$ cat src/rtl/rg_handoff_pkg.sv
package rg_handoff_pkg;
  typedef enum logic [2:0] {
    RG_IDLE  = 3'd0,
    RG_PEND  = 3'd1,
    RG_GRANT = 3'd2,
    RG_HOLD  = 3'd3,
    RG_DEAD  = 3'd4
  } rg_state_e;

  localparam logic [1:0] TS_T1 = 2'd0;
  localparam logic [1:0] TS_T2 = 2'd1;
  localparam logic [1:0] TS_T3 = 2'd2;
  localparam logic [1:0] TS_T4 = 2'd3;
endpackage

$ cat src/rtl/rg_pick.sv
// Fixed-priority picker: lowest-numbered active request wins.
module rg_pick #(
  parameter int NLINES = 2,
  parameter int IW     = 1
) (
  input  logic [NLINES-1:0] req,
  output logic              vld,
  output logic [IW-1:0]     idx
);
  always_comb begin
    vld = 1'b0;
    idx = '0;
    for (int i = NLINES - 1; i >= 0; i--) begin
      if (req[i]) begin
        vld = 1'b1;
        idx = IW'(i);
      end
    end
  end
endmodule

$ cat src/rtl/rg_gate.sv
// Decides whether the bus may be handed over in the current clock.
module rg_gate
  import rg_handoff_pkg::*;
(
  input  logic       cyc_active,
  input  logic [1:0] tstate,
  input  logic       odd_lo_split,
  input  logic       inta_first,
  input  logic       lock_on,
  input  logic       late_q,
  output logic       may_rel
);
  logic at_t4_ok;

  always_comb begin
    at_t4_ok = (tstate == TS_T4) && !late_q && !odd_lo_split && !inta_first;
    may_rel  = !lock_on && (!cyc_active || at_t4_ok);
  end
endmodule

$ cat src/rtl/rg_pins.sv
// Per-line open-drain drive: enable only on the granted line in the grant clock.
module rg_pins #(
  parameter int NLINES = 2,
  parameter int IW     = 1
) (
  input  logic              grant_en,
  input  logic [IW-1:0]     own,
  output logic [NLINES-1:0] oe,
  output logic [NLINES-1:0] lvl
);
  for (genvar g = 0; g < NLINES; g++) begin : g_line
    assign oe[g]  = grant_en && (own == IW'(g));
    assign lvl[g] = 1'b0;
  end
endmodule

$ cat src/rtl/rg_handoff_ctrl.sv
module rg_handoff_ctrl
  import rg_handoff_pkg::*;
#(
  parameter int NLINES = 2
) (
  input  logic              clk,
  input  logic              rst_n,
  input  logic              cyc_active,
  input  logic [1:0]        tstate,
  input  logic              odd_lo_split,
  input  logic              inta_first,
  input  logic              lock_on,
  input  logic [NLINES-1:0] line_in,
  output logic [NLINES-1:0] line_out,
  output logic [NLINES-1:0] line_oe,
  output logic              hlda,
  output logic              stall,
  output logic              stray_flag
);
  localparam int IW = (NLINES > 1) ? $clog2(NLINES) : 1;

  rg_state_e         st_q, st_d;
  logic [IW-1:0]     own_q, own_d;
  logic              late_q, late_d;
  logic              stray_q, stray_d;
  logic [NLINES-1:0] lows;
  logic [NLINES-1:0] own_mask;
  logic              pick_vld;
  logic [IW-1:0]     pick_idx;
  logic              may_rel;
  logic              late_arrival;

  assign lows     = ~line_in;
  assign own_mask = NLINES'(1) << own_q;

  rg_pick #(.NLINES(NLINES), .IW(IW)) u_pick (
    .req (lows),
    .vld (pick_vld),
    .idx (pick_idx)
  );

  rg_gate u_gate (
    .cyc_active   (cyc_active),
    .tstate       (tstate),
    .odd_lo_split (odd_lo_split),
    .inta_first   (inta_first),
    .lock_on      (lock_on),
    .late_q       (late_q),
    .may_rel      (may_rel)
  );

  assign late_arrival = cyc_active && ((tstate == TS_T3) || (tstate == TS_T4));

  // next-state process
  always_comb begin
    st_d    = st_q;
    own_d   = own_q;
    late_d  = late_q;
    stray_d = 1'b0;
    case (st_q)
      RG_IDLE: begin
        if (pick_vld) begin
          own_d = pick_idx;
          if (!lock_on && !cyc_active) begin
            st_d   = RG_GRANT;
            late_d = 1'b0;
          end else begin
            st_d   = RG_PEND;
            late_d = late_arrival;
          end
        end
      end
      RG_PEND: begin
        stray_d = |lows;
        if (may_rel) begin
          st_d   = RG_GRANT;
          late_d = 1'b0;
        end else if (!cyc_active || (tstate == TS_T1)) begin
          late_d = 1'b0;
        end
      end
      RG_GRANT: begin
        stray_d = |(lows & ~own_mask);
        st_d    = RG_HOLD;
      end
      RG_HOLD: begin
        stray_d = |(lows & ~own_mask);
        if (|(lows & own_mask)) begin
          st_d = RG_DEAD;
        end
      end
      RG_DEAD: begin
        stray_d = |lows;
        st_d    = RG_IDLE;
      end
      default: st_d = RG_IDLE;
    endcase
  end

  // register process
  always_ff @(posedge clk or negedge rst_n) begin
    if (!rst_n) begin
      st_q    <= RG_IDLE;
      own_q   <= '0;
      late_q  <= 1'b0;
      stray_q <= 1'b0;
    end else begin
      st_q    <= st_d;
      stray_q <= stray_d;
      if (st_d != st_q) begin
        own_q <= own_d;
      end
      late_q <= late_d;
    end
  end

  rg_pins #(.NLINES(NLINES), .IW(IW)) u_pins (
    .grant_en (st_q == RG_GRANT),
    .own      (own_q),
    .oe       (line_oe),
    .lvl      (line_out)
  );

  assign hlda       = (st_q == RG_HOLD);
  assign stall      = (st_q == RG_GRANT) || (st_q == RG_HOLD) || (st_q == RG_DEAD);
  assign stray_flag = stray_q;
endmodule

$ cat config.mk
export PLATFORM = sky130hd
export DESIGN_NAME = rg_handoff_ctrl
export DESIGN_NICKNAME = d
export VERILOG_FILES = /design/src/rtl/rg_handoff_pkg.sv /design/src/rtl/rg_pick.sv /design/src/rtl/rg_gate.sv /design/src/rtl/rg_pins.sv /design/src/rtl/rg_handoff_ctrl.sv
export SDC_FILE = /design/constraint.sdc
export NUM_CORES = 1
export LEC_CHECK = 0
export BUFFER_PORTS_ARGS = -buffer_cell sky130_fd_sc_hd__buf_2
export CAP_MARGIN = 20
export CORE_AREA = 2 2 39 41
export CTS_CLUSTER_SIZE = 25
export DETAILED_ROUTE_END_ITERATION = 8
export DIE_AREA = 0 0 41 43
export PLACE_DENSITY_LB_ADDON = 0.05
export SYNTH_ARGS = -nofsm -noshare
export SYNTH_HDL_FRONTEND = slang
export SYNTH_HIERARCHICAL = 1
export SYNTH_SLANG_ARGS = --single-unit
$ cat constraint.sdc
create_clock -name clk -period 3.55 [get_ports clk]
set_input_delay 0.5325 -clock clk [delete_from_list [all_inputs] [get_ports clk]]
set_output_delay 0.5325 -clock clk [all_outputs]
set_load 0.005 [all_outputs]
==> results of run 1 <==
[registers in the layout (all words and copies together), names as in the netlist]
name	count
stray_flag	1
late_q	1
own_q	1
st_q	3
[where the power goes]
part,switching (uW),internal [uW]
Sequential,46.4,99.4
Combinational,73.2,89.4
Clock,26.3,38.4
Total,146,227
[cell families (layout without fill, tap and decap cells)]
family          after synthesis  count (layout)
compound gates               12              12
buf+inv                       7              20
flops                         6               6
mux                           2               2
other cells                   1               2
simple gates                 23              23
[metal layers]
| metal | up-vias | GRT usage [%] |
|---|---|---|
| met5 | - | 0 |
| met4 | 0 | 4.00 |
| met3 | 0 | 7.85 |
| met2 | 21 | 16.3 |
| met1 | 171 | 15.8 |
| li1 | 204 | - |
[area by class of cell]
type	instances	area [um^2]	share of cell area [%]
clock buffer	3	22.5	4.35
tap	16	20.0	3.86
multi-input combinational	39	244	47.1
timing repair buffer	14	70.1	13.5
sequential	6	150	29.0
inverter	3	11.3	2.17
[worst max-delay path by stage]
stage                from          to  slack, ns  depth (start not counted)
6_report          st_q[1]  line_oe[1]       1.70                          4
3_3_place_gp      lock_on      late_q       1.72                          6
2_1_floorplan  inta_first      late_q       1.91                          5
5_1_grt           st_q[1]  line_oe[0]       1.56                          4
3_5_place_dp      lock_on      late_q       1.70                          6
4_1_cts           st_q[1]  line_oe[0]       1.68                          4
[cell usage in the layout (no fill, tap or decap), drive strengths merged, types with 2 or more instances in the layout]
master,synthesis,final
buf,4,14
nor2,6,6
dfrtp,6,6
inv,3,3
o21ai,3,3
nand2,3,3
clkbuf,0,3
and2b,3,3
a21oi,2,2
or3,2,2
conb,1,2
and2,2,2
[critical path: cells and delay by family (launching register included)]
family	cells	cell delay, ns
flops	1	0.45
simple gates	2	0.39
buf+inv	2	0.23
[synth_stat cells, drive strengths merged (2+ instances only)]
library cell / count / area share, %
a21oi: 2 / 2.3
and2: 2 / 3.2
and2b: 3 / 5.9
buf: 4 / 5.9
dfrtp: 6 / 35
inv: 3 / 2.6
nand2: 3 / 2.6
nor2: 6 / 5.3
o21ai: 3 / 3.5
or3: 2 / 2.9
[metrics by stage]
stage | instance area, um^2 | util [%]
2_1_floorplan | 430 | -
3_3_place_gp | 495 | 35.8
3_5_place_dp | 495 | 35.8
4_1_cts | 518 | 37.4
5_1_grt | 518 | 37.4
6_report | 518 | 37.4
==> metrics, run 1 <==
largest family of logic cells by synthesized area=simple AND/OR/NAND/NOR gates; WL per Instance=11.4 um; MaxCap Viol Count=0; Vias=396; ys async rst share=100%; FF-to-FF setup slack=2.03 ns; P per Cell Area=720 mW/mm^2; Max Freq=541 MHz; Synth Area in Simple Gates=30.8%; final setup violating endpoints=0; terminus of the critical flop-to-flop path=late_q; min cycle time layout=1.85 ns; Tot Pwr=373 uW; Post-Syn Area=427 um^2; Final Instance Count excl. Fillers=81; Detail Route Antenna Nets=0; Synth Flop Type=dfrtp_1; ANT cells=0; root buf cell=clkbuf_4; total number of clock tree sinks=6; worst r2r src=late_q; cells after synthesis=51; setup TNS=0 ns; Nets=77; Synth Warn #=6; Max stage delay on crit path=0.45 ns; CP max FO=7; Yosys reg bits=6; Post-CTS Hold Buffers=0; post_cts resized=0; number of remaining DRC errors=0; outcome=finished clean; Inserted Clock Buffers=3; largest net degree at the start of global routing=13; WL met2=404 um; Worst EP arrival=1.32 ns; placed cells=78; highest routed layer=met3; CP required=3.02 ns; fin. max-slew vios=0; PnR worst setup slack=1.70 ns; Hold Vio Cnt, Final=0; IO buf count=14; Hold Path Class=input pin to async pin; CTS max path bufs=2; Die X=41 um; Detailed Route Iter0 Violations=4; mux share of post-synthesis cell area=5.87%; dpl ws=1.70 ns; unrepaired setup endpoints after global routing=false; share of cells above drive strength 1=33.8%; hold slack=0.105 ns; Clk Latency, worst-skew pair=0.25 ns; die extent in y=43 um; initial antenna violation count=0; Worst Reg-to-Reg Cells=5; overflow left after global routing=0; postcts setup bufs=0; post-synth cell types=30; initial core utilization=30.8%; GP Congestion=0.645; H-tree depth=1; leak pwr=0.000272 uW; met1 WL=432 um; VDD IR-drop max=331 uV; CP Class=flip-flop to output pin; drt pass-1 iters=4; final WL=927 um; die area=0.00176 mm^2; Adder-Cell Fraction of Synth Area=0%; period utilization=52.1%; Worst-path clk slew=0.05 ns; # IOs=17; Max Clock Skew=0.00353 ns; CORE AREA=0.00138 mm^2; vias in the first global route=347; DR WL met3=91 um; mean area per synthesized cell=8.37 um^2; # rows=14; Post-synth EDFFs=0; Critical Path End Type=output pin; GR Util All Layers=12.2%; via/cell ratio=4.89; global-route wire length before repair=1420 um; Startpoint Class=flip-flop; Fill cells=162; CTS tree=yes; worst path cell trace=inv_1 -> nor3_1 -> and2_2 -> buf_2; xor/xnor cell area share of the yosys netlist=0%; Final HPWL DP=716 um; Compound-Gate Fraction of Synth Area=18.8%; register area share after synthesis=35.2%; area growth from synthesis to layout=21.4%; crit path max-delay cell type=dfrtp_1
No activity file was read; power rests on OpenSTA's default activity.
==> run 2: changes to the inputs <==
==> constraint.sdc (replaced) <==
create_clock -name clk -period 1.6 [get_ports clk]
set_input_delay 0.24 -clock clk [delete_from_list [all_inputs] [get_ports clk]]
set_output_delay 0.24 -clock clk [all_outputs]
set_load 0.005 [all_outputs]
==> metrics, run 2 (synthesis results as in run 1) <==
CP max FO=12 (was 7); CTS tree=yes (unchanged); Die X=41 um (unchanged); P per Cell Area=1540 mW/mm^2 (was 720 mW/mm^2); MaxCap Viol Count=0 (unchanged); most frequent cells in the layout=buf_2, nor2_1, dfrtp_1 (unchanged); ANT cells=0 (unchanged); GR Util All Layers=12.4% (was 12.2%); Startpoint Class=flip-flop (unchanged); WL per Instance=11.0 um (was 11.4 um); sequential power share=35.8% (was 39.1%); CP required=1.36 ns (was 3.02 ns); IO buf count=14 (unchanged); Inserted Clock Buffers=3 (unchanged); # IOs=17 (unchanged); Max Clock Skew=0.00260 ns (was 0.00353 ns); postcts setup bufs=0 (unchanged); Max Freq=672 MHz; max FFs per register=3 (unchanged); Fill cells=157 (was 162); final setup violating endpoints=0 (unchanged); Vias=405 (was 396); most common cell after layout, fill and taps aside=buf_2 (unchanged); share of cells above drive strength 1=36.8% (was 33.8%); die area=0.00176 mm^2 (unchanged); # rows=14 (unchanged); root buf cell=clkbuf_4 (unchanged); Largest Register=st_q (unchanged); Nets=80 (was 77); via/cell ratio=4.82 (was 4.89); switching part of the total=38.3% (was 39.1%); combinational group share of total power=48.0% (was 43.6%); FF-to-FF setup slack=0.15 ns (was 2.03 ns); leak pwr=0.000288 uW (was 0.000272 uW); vias in the first global route=357 (was 347); die extent in y=43 um (unchanged); final WL=927 um (unchanged); Worst EP arrival=1.25 ns (was 1.32 ns); CP Class=flip-flop to output pin (unchanged); net switching power=325 uW (was 146 uW); Detail Route Antenna Nets=0 (unchanged); CORE AREA=0.00138 mm^2 (unchanged); Critical Path End Type=output pin (unchanged); fin. max-slew vios=0 (unchanged); Final Instance Count excl. Fillers=84 (was 81); CTS max path bufs=2 (unchanged); VDD IR-drop max=560 uV (was 331 uV); largest net degree at the start of global routing=13 (unchanged); global-route wire length before repair=1440 um (was 1420 um); Int Pwr=525 uW (was 227 uW); Worst-path clk slew=0.05 ns (about the same); number of remaining DRC errors=0 (unchanged); Hold Path Class=input pin to flip-flop (was input pin to async pin); overflow left after global routing=0 (unchanged); initial core utilization=30.8% (unchanged); hold slack=0.193 ns (was 0.105 ns); Hold Vio Cnt, Final=0 (unchanged); Final HPWL DP=702 um (was 716 um); Util after Layout=39.8% (was 37.4%); initial antenna violation count=0 (unchanged); outcome=finished clean (unchanged); drt pass-1 iters=4 (unchanged); GP Congestion=0.668 (was 0.645); H-tree depth=1 (unchanged); area growth from synthesis to layout=29.0% (was 21.4%); placed cells=80 (was 78); total number of clock tree sinks=6 (unchanged); min cycle time layout=1.49 ns; Clk Latency, worst-skew pair=0.24 ns (was 0.25 ns); clock network power share=16.2% (was 17.3%); Detailed Route Iter0 Violations=7 (was 4); period utilization=93.0%
==> run 2: cell count changes in the layout (fill, tap and decap cells not counted) <==
cell	before	now
dlygate4sd3_1	0	1
o32ai_2	0	1
o32ai_1	1	0
buf_4	0	2
==> run 2: what timing repair did <==
item                       in CTS  in global routing
gates resized for setup         0                  1
hold buffers                    1                  0
setup endpoints to repair       0                  1
hold endpoints to repair        6                  0
==> run 2: worst paths after layout <==
path	start	to	cells after the start
setup reg to reg	late_q	late_q	5
max in group asynchronous	rst_n	st_q[0]	2
hold reg to reg	late_q	late_q	2
hold / removal	line_in[1]	stray_flag	2
setup / recovery	st_q[0]	line_oe[1]	3
min in group asynchronous	rst_n	stray_flag	2
==> run 2: per-stage QoR <==
step / cell area (um^2) / setup slack [ns] / TNS [ns] / power, uW
after global placement: 510 / 0.149 / 0 / 721
after global routing: 551 / -0.00367 / -0.00367 / 945
after CTS: 543 / 0.0959 / 0 / 860
after floorplan: 430 / 0.190 / 0 / 580
final: 551 / 0.111 / 0 / 850
after detailed placement: 510 / 0.125 / 0 / 715
==> run 2: final cells by class <==
cell class | count | area (um^2) | share of cell area (%)
Sequential cell | 6 | 150 | 27.3
Multi-Input combinational cell | 39 | 251 | 45.7
Inverter | 3 | 11.3 | 2.05
Clock buffer | 3 | 22.5 | 4.09
Tap cell | 16 | 20.0 | 3.64
Timing Repair Buffer | 17 | 95.1 | 17.3
==> run 2: layer usage <==
layer  up-vias  global-route usage, %  share of wire, %
li1        209                      -                 -
met2        14                   15.9                48
met3         2                   4.71               8.1
met1       180                   16.6                43
met5         -                      0                 0
met4         0                   8.00              0.54
==> run 2: worst max-delay path, cell delays in order (launching register included) <==
cell     delay [ns]
dfrtp_1        0.48
nor3_1         0.26
and2_2         0.17
buf_2          0.10
==> run 2: power by group through the flow <==
| stage | sequential [uW] | combinational (uW) | clock, uW |
|---|---|---|---|
| after floorplan | 267 | 314 | 0 |
| after global placement | 310 | 410 | 0 |
| after detailed placement | 307 | 408 | 0 |
| after CTS | 305 | 413 | 142 |
| after global routing | 324 | 464 | 157 |
| final | 304 | 408 | 138 |
